==> config.mk <==
export PLATFORM = sky130hd
export DESIGN_NAME = twin_inj_sequencer
export DESIGN_NICKNAME = d
export VERILOG_FILES = /design/src/rtl/twin_seq_pkg.sv /design/src/rtl/twin_seq_ctrl.sv /design/src/rtl/twin_seq_dp.sv /design/src/rtl/twin_inj_sequencer.sv
export SDC_FILE = /design/constraint.sdc
export NUM_CORES = 1
export LEC_CHECK = 0
export BUFFER_PORTS_ARGS = -buffer_cell sky130_fd_sc_hd__buf_2
export CAP_MARGIN = 20
export CELL_PAD_IN_SITES_DETAIL_PLACEMENT = 2
export CELL_PAD_IN_SITES_GLOBAL_PLACEMENT = 2
export CORE_UTILIZATION = 34
export CTS_BUF_LIST = sky130_fd_sc_hd__clkbuf_8
export DETAILED_ROUTE_END_ITERATION = 10
export GPL_TIMING_DRIVEN = 1
export PLACE_DENSITY = 0.92
export SLEW_MARGIN = 20
export SYNTH_ARGS = -nofsm -noshare
export SYNTH_HDL_FRONTEND = slang
export SYNTH_SLANG_ARGS = --single-unit
==> constraint.sdc <==
create_clock -name clk -period 3.1 [get_ports clk]
set_clock_uncertainty 0.15 [all_clocks]
set_input_delay 0.155 -clock clk [delete_from_list [all_inputs] [get_ports clk]]
set_output_delay 0.155 -clock clk [all_outputs]
set_load 0.1 [all_outputs]
==> src/rtl/twin_seq_pkg.sv <==
package twin_seq_pkg;
  localparam int SLOTS  = 4;
  localparam int SLOT_W = $clog2(SLOTS);
  localparam int ADDR_W = $clog2(SLOTS + 1);

  typedef enum logic [1:0] {S_IDLE, S_REG, S_INJ, S_WAIT} seqState_t;

  typedef struct packed {
    logic              wrM;
    logic              wrS;
    logic [SLOT_W-1:0] injIdx;
    logic              wrReg;
    logic [SLOT_W-1:0] regIdx;
  } seqStrobe_t;
endpackage

==> src/rtl/twin_seq_ctrl.sv <==
module twin_seq_ctrl
  import twin_seq_pkg::*;
#(
  parameter int CONV_CYCLES = 3,
  parameter int MODE_W      = 5,
  parameter logic [MODE_W-1:0] SIM_INJ_MODE = 5'b00101
) (
  input  logic              clk,
  input  logic              rstN,
  input  logic [MODE_W-1:0] dualMode,
  input  logic [SLOT_W-1:0] injLenM,
  input  logic [SLOT_W-1:0] injLenS,
  input  logic [SLOT_W-1:0] regLen,
  input  logic              injTrig,
  input  logic              regTrig,
  input  logic              discEn,
  input  logic              autoDly,
  input  logic              clrEosM,
  input  logic              clrEosS,
  input  logic              drRead,
  output seqStrobe_t        strb,
  output logic              eosM,
  output logic              eosS,
  output logic              injBusy,
  output logic              regBusy
);
  localparam int CNT_W = $clog2(CONV_CYCLES + 1);
  localparam logic [CNT_W-1:0] CNT_LOAD = CNT_W'(CONV_CYCLES - 1);

  seqState_t         state;
  logic [CNT_W-1:0]  cnt;
  logic [SLOT_W-1:0] injIdx, regIdx, maxLen;
  logic              regActive, drUnread;
  logic              modeOk, convDone, injStart, regStart, lastInj, regFinish;

  always_comb begin
    modeOk    = (dualMode == SIM_INJ_MODE);
    convDone  = (cnt == '0);
    maxLen    = (injLenM > injLenS) ? injLenM : injLenS;
    lastInj   = (injIdx == maxLen);
    injStart  = injTrig && modeOk && !(autoDly && (eosM || eosS))
                && (state == S_IDLE || state == S_REG);
    regStart  = regTrig && !regActive && !(autoDly && drUnread);
    strb.injIdx = injIdx;
    strb.regIdx = regIdx;
    strb.wrM    = (state == S_INJ) && convDone && (injIdx <= injLenM);
    strb.wrS    = (state == S_INJ) && convDone && (injIdx <= injLenS);
    strb.wrReg  = (state == S_REG) && convDone && !injStart;
    regFinish   = strb.wrReg && (regIdx == regLen);
    injBusy     = (state == S_INJ) || (state == S_WAIT);
    regBusy     = regActive;
  end

  always_ff @(posedge clk) begin
    if (!rstN) begin
      state     <= S_IDLE;
      cnt       <= '0;
      injIdx    <= '0;
      regIdx    <= '0;
      regActive <= 1'b0;
      drUnread  <= 1'b0;
      eosM      <= 1'b0;
      eosS      <= 1'b0;
    end else begin
      case (state)
        S_IDLE: begin
          if (injStart) begin
            state <= S_INJ; injIdx <= '0; cnt <= CNT_LOAD;
          end else if (regStart) begin
            state <= S_REG; cnt <= CNT_LOAD;
          end
        end
        S_REG: begin
          if (injStart) begin
            state <= S_INJ; injIdx <= '0; cnt <= CNT_LOAD;
          end else if (convDone) begin
            if (regIdx == regLen) state <= S_IDLE;
            cnt <= CNT_LOAD;
          end else begin
            cnt <= cnt - 1'b1;
          end
        end
        S_INJ: begin
          if (convDone) begin
            cnt <= CNT_LOAD;
            if (lastInj) begin
              state <= (regActive || regStart) ? S_REG : S_IDLE;
            end else begin
              injIdx <= injIdx + 1'b1;
              state  <= discEn ? S_WAIT : S_INJ;
            end
          end else begin
            cnt <= cnt - 1'b1;
          end
        end
        S_WAIT: if (injTrig && modeOk) state <= S_INJ;
        default: state <= S_IDLE;
      endcase

      if (regStart) begin
        regActive <= 1'b1;
        regIdx    <= '0;
      end else if (regFinish) begin
        regActive <= 1'b0;
      end else if (strb.wrReg) begin
        regIdx <= regIdx + 1'b1;
      end

      if (regFinish)   drUnread <= 1'b1;
      else if (drRead) drUnread <= 1'b0;

      if (strb.wrM && injIdx == injLenM) eosM <= 1'b1;
      else if (clrEosM)                  eosM <= 1'b0;
      if (strb.wrS && injIdx == injLenS) eosS <= 1'b1;
      else if (clrEosS)                  eosS <= 1'b0;
    end
  end
endmodule

==> src/rtl/twin_seq_dp.sv <==
module twin_seq_dp
  import twin_seq_pkg::*;
#(
  parameter int CH_W   = 5,
  parameter int DATA_W = 12,
  parameter int OFF_M  = 256,
  parameter int OFF_S  = 512
) (
  input  logic                  clk,
  input  logic                  rstN,
  input  seqStrobe_t            strb,
  input  logic [SLOTS*CH_W-1:0] injChM,
  input  logic [SLOTS*CH_W-1:0] injChS,
  input  logic [SLOTS*CH_W-1:0] regCh,
  input  logic                  rdConv,
  input  logic [ADDR_W-1:0]     rdAddr,
  output logic [DATA_W-1:0]     rdData
);
  localparam int NCONV = 2;

  logic [DATA_W-1:0] regDr;
  logic [DATA_W-1:0] slotRd [NCONV];

  always_ff @(posedge clk) begin
    if (!rstN)           regDr <= '0;
    else if (strb.wrReg) regDr <= DATA_W'(regCh[strb.regIdx*CH_W +: CH_W]) + DATA_W'(OFF_M);
  end

  for (genvar c = 0; c < NCONV; c++) begin : g_conv
    logic [SLOTS*CH_W-1:0] chList;
    logic                  wr;
    logic [DATA_W-1:0]     off;
    logic [DATA_W-1:0]     slotReg [SLOTS];

    assign chList = (c == 0) ? injChM : injChS;
    assign wr     = (c == 0) ? strb.wrM : strb.wrS;
    assign off    = (c == 0) ? DATA_W'(OFF_M) : DATA_W'(OFF_S);

    always_ff @(posedge clk) begin
      if (!rstN) begin
        for (int i = 0; i < SLOTS; i++) slotReg[i] <= '0;
      end else if (wr) begin
        slotReg[strb.injIdx] <= DATA_W'(chList[strb.injIdx*CH_W +: CH_W]) + off;
      end
    end

    always_comb begin
      slotRd[c] = '0;
      for (int i = 0; i < SLOTS; i++)
        if (rdAddr == ADDR_W'(i + 1)) slotRd[c] = slotReg[i];
    end
  end

  always_comb begin
    if (rdAddr == '0) rdData = rdConv ? '0 : regDr;
    else              rdData = rdConv ? slotRd[1] : slotRd[0];
  end
endmodule

==> src/rtl/twin_inj_sequencer.sv <==
module twin_inj_sequencer
  import twin_seq_pkg::*;
#(
  parameter int CONV_CYCLES = 3,
  parameter int CH_W        = 5,
  parameter int DATA_W      = 12,
  parameter int MODE_W      = 5,
  parameter int OFF_M       = 256,
  parameter int OFF_S       = 512
) (
  input  logic                  clk,
  input  logic                  rstN,
  input  logic [MODE_W-1:0]     dualMode,
  input  logic [SLOT_W-1:0]     injLenM,
  input  logic [SLOT_W-1:0]     injLenS,
  input  logic [SLOTS*CH_W-1:0] injChM,
  input  logic [SLOTS*CH_W-1:0] injChS,
  input  logic [SLOT_W-1:0]     regLen,
  input  logic [SLOTS*CH_W-1:0] regCh,
  input  logic                  injTrig,
  input  logic                  regTrig,
  input  logic                  discEn,
  input  logic                  autoDly,
  input  logic                  eosIeM,
  input  logic                  eosIeS,
  input  logic                  clrEosM,
  input  logic                  clrEosS,
  input  logic                  rdEn,
  input  logic                  rdConv,
  input  logic [ADDR_W-1:0]     rdAddr,
  output logic [DATA_W-1:0]     rdData,
  output logic                  eosM,
  output logic                  eosS,
  output logic                  irqM,
  output logic                  irqS,
  output logic                  injBusy,
  output logic                  regBusy
);
  seqStrobe_t strb;
  logic       drRead;

  assign drRead = rdEn && !rdConv && (rdAddr == '0);
  assign irqM   = eosM && eosIeM;
  assign irqS   = eosS && eosIeS;

  twin_seq_ctrl #(.CONV_CYCLES(CONV_CYCLES), .MODE_W(MODE_W)) ctrl_i (
    .clk(clk), .rstN(rstN), .dualMode(dualMode), .injLenM(injLenM), .injLenS(injLenS),
    .regLen(regLen), .injTrig(injTrig), .regTrig(regTrig), .discEn(discEn),
    .autoDly(autoDly), .clrEosM(clrEosM), .clrEosS(clrEosS), .drRead(drRead),
    .strb(strb), .eosM(eosM), .eosS(eosS), .injBusy(injBusy), .regBusy(regBusy)
  );

  twin_seq_dp #(.CH_W(CH_W), .DATA_W(DATA_W), .OFF_M(OFF_M), .OFF_S(OFF_S)) dp_i (
    .clk(clk), .rstN(rstN), .strb(strb), .injChM(injChM), .injChS(injChS),
    .regCh(regCh), .rdConv(rdConv), .rdAddr(rdAddr), .rdData(rdData)
  );
endmodule

==> impl_results.md <==
* Final min period at 2.57 ns
* Vias per cell at around 5.6
* Most numerous cell in the Yosys netlist: edfxtp_1
* DRC viols at 0
* Data arrival time of the critical path at 2.63 ns
* Syn-to-layout area delta at 26.9%
* # clock sinks at 66
* Setup crit start kind: flip-flop
* DRT iter0 DRCs at 270
* Synth Cell Area at 4020 um^2
* R2r setup slk at 0.53 ns
* Setup crit start: ctrl_i.injIdx[0]$_SDFFE_PN0P_
* Post-synth top area cell: edfxtp_1
* Max VDD drop at between 0.4 and 0.5 mV
* Post-CTS sizing at 0
* First-pass GRT wire length at 24700 um
* Worst Path Max Fanout at 8
* Share of cells above drive strength 1 at 0.303
* Most common flop cell mapped by yosys: edfxtp_1
* Floorplan Core Area at 11500 um^2
* Port buffer count at 98
* Synth top cells by count: edfxtp_1 (48), and2_1 (43), a21oi_1 (36)
* # IOs at 104
* Worst setup path end: dp_i.g_conv[0].slotReg[1][3]$_SDFFCE_PN0P_
* Synth area leaders: edfxtp_1 (36%), dfxtp_1 (9.0%), mux4_2 (9.0%)
* HP Class: in2reg
* Max-Cap Viols at 0
* CTS Hold Bufs at 28
* Seq/Total Area, Yosys at 0.449
* Synth cell types at 56
* Clk slew on worst S/H paths at about 0.070 ns
* Reg2reg end: dp_i.g_conv[0].slotReg[1][3]$_SDFFCE_PN0P_
* Yosys warns at 0
* Slew Limit Fails at 0
* Number of hold violations in the final report at 0
* Clock Path Buffers at 2
* Routed WL per cell at between 20 and 25 um
* Clock latency on the worst-skew pair at 0.35 ns
* Number of synthesized register bits at 66
* Worst-path cell chain: inv_1 > ha_1 > nand2_1 > o21ai_1 > nand3_1 > nor3_1 > and2_1
* Syn avg cell area at about 10 um^2
* Ant diodes at 0
* Drt total wl at approximately 16000 um
* Die area at 12200 um^2
* Area share of the largest cell type after synthesis at 0.359
* R2R cell count at 7
* Status: complete, no violations
* Final Non-Filler Cells at 658
* Setup tns final at 0 ns
* Fmax at 389 MHz
* # setup viols final at 0
* CP max-delay cell: nor3_1
* TritonCTS buffer count at 9
* H-tree Lvls at 3
* Placed instance count at 614
* GPL Wtd Cong at 0.879
* Total gr overflow at 0
* Worst r2r src: ctrl_i.injIdx[0]$_SDFFE_PN0P_
* Initial antenna violation count at 0
* First-pass iteration count of the detailed router at 4
* Routed vias at 3666
* CP endpoint kind: flip-flop
* Die W at 111 um
* Initial core utilization at 0.350
* Number of global-route vias before repair at approximately 4200
* TritonCTS clock tree: yes
* Slew HR at 0.403
* WP data required at 3.16 ns
* Largest net degree at the start of global routing at 29
* Setup bufs post-CTS at 0
* Root Buffer: clkbuf_8
* Slowest stage delay, CP at 0.76 ns
* Row cnt at 39
* Worst-Margin Slew at roughly 0.9 ns
* Crit Path Category: reg2reg
* Crit share post-route at 0.829
* Power Density at 547 nW/um^2
* Die Y at 111 um
* RSZ-0062 raised after global routing: false
* Synth Instances at 383
* Hpwl dp at around 11000 um
* Post-synth ARST share at 0
* EDFF count, synth at 48
* Nets at 610
* Static Leakage at 2.06 nW
* Remaining antenna violation count at 0
* Total GRT Usage at 0.270
flip-flops by register name, summed over array words and instances, names as in the netlist:
| signal | count |
|---|---|
| dp_i.g_conv.slotReg | 48 |
| ctrl_i.cnt | 2 |
| ctrl_i.injIdx | 2 |
| ctrl_i.eosS | 1 |
| ctrl_i.regBusy | 1 |
| dp_i.regDr | 6 |
| ctrl_i.drUnread | 1 |
| ctrl_i.regIdx | 2 |
| ctrl_i.eosM | 1 |
| ctrl_i.state | 2 |
logic make-up after synthesis:
| kind of cell | count (synthesis) | synth area share |
|---|---|---|
| and+or+nand+nor | 144 | 0.194 |
| adders and majority gates | 14 | 0.0436 |
| other | 1 | 0.000934 |
| xor gates and xnor gates | 3 | 0.00655 |
| muxes | 33 | 0.134 |
| DFF | 66 | 0.449 |
| AOI/OAI and AO/OA | 86 | 0.130 |
| buffers and inverters | 36 | 0.0418 |
metrics by stage:
step	hold WS, ns	total power [W]	utilization	cell area, um^2	worst slack (ns)
2_1_floorplan	0.143	0.00179	-	4030	0.429
3_3_place_gp	0.274	0.00200	0.406	4650	0.916
3_5_place_dp	0.281	0.00209	0.406	4650	0.657
4_1_cts	0.00271	0.00276	0.444	5090	0.628
5_1_grt	0.00451	0.00291	0.444	5090	0.431
6_report	0.00610	0.00278	0.444	5090	0.531
layer usage:
metal	global-route usage	wire, um
met4	0.114	556
met3	0.0437	762
met1	0.306	5970
met2	0.499	8680
met5	0	0
worst min-delay path by stage:
stage | end | cells past startpoint | slack [ns] | from
after floorplan | ctrl_i.state[0]$_SDFFE_PN0P_ | 2 | 0.14 | rstN
after global placement | ctrl_i.eosS$_SDFFE_PN0P_ | 3 | 0.27 | clrEosS
after detailed placement | ctrl_i.eosS$_SDFFE_PN0P_ | 3 | 0.28 | clrEosS
after CTS | dp_i.g_conv[0].slotReg[2][2]$_SDFFCE_PN0P_ | 2 | 0.003 | injChM[12]
after global routing | dp_i.g_conv[0].slotReg[1][3]$_SDFFCE_PN0P_ | 2 | 0.005 | injChM[8]
final | dp_i.g_conv[1].slotReg[2][3]$_SDFFCE_PN0P_ | 2 | 0.006 | injChS[13]
area by class of cell:
| cell class | instances | area [um^2] |
|---|---|---|
| clock buffers | 9 | 124 |
| well taps | 143 | 179 |
| repair buffers | 136 | 846 |
| fillers | 1213 | 6370 |
| multi-input cells | 285 | 2060 |
| flip-flops and latches | 66 | 1800 |
| clock inverters | 7 | 38.8 |
| inverters | 12 | 45.0 |
power breakdown:
part	switching, W	leakage [nW]	internal, W	total, W
clock network	0.000363	0.0860	0.000282	0.000645
logic	0.000666	1.33	0.000328	0.000993
registers	0.0000873	0.643	0.00106	0.00115
total	0.00112	2.06	0.00167	0.00278
cells in the final DEF, fill, tap and decap left out, types with 5 or more instances in the layout:
cell,n
ha_1,14
mux4_2,16
o21ai_1,9
dfxtp_1,18
nand2b_1,8
inv_1,12
o22ai_1,6
mux2i_1,11
buf_4,10
clkbuf_8,9
mux2_2,6
o21ai_0,14
conb_1,5
nor3_1,9
dlygate4sd3_1,28
a21oi_1,36
buf_2,98
nand2_1,29
nor2_1,29
edfxtp_1,48
and2_1,43
nand3_1,7
worst max-delay path: cells and delay by family (launching register included):
family	cells	cell delay, ns
DFF	1	0.34
and+or+nand+nor	4	1.37
buffers and inverters	1	0.13
adders and majority gates	1	0.35
AOI/OAI and AO/OA	1	0.08
Power figures use the tool's default switching activity.
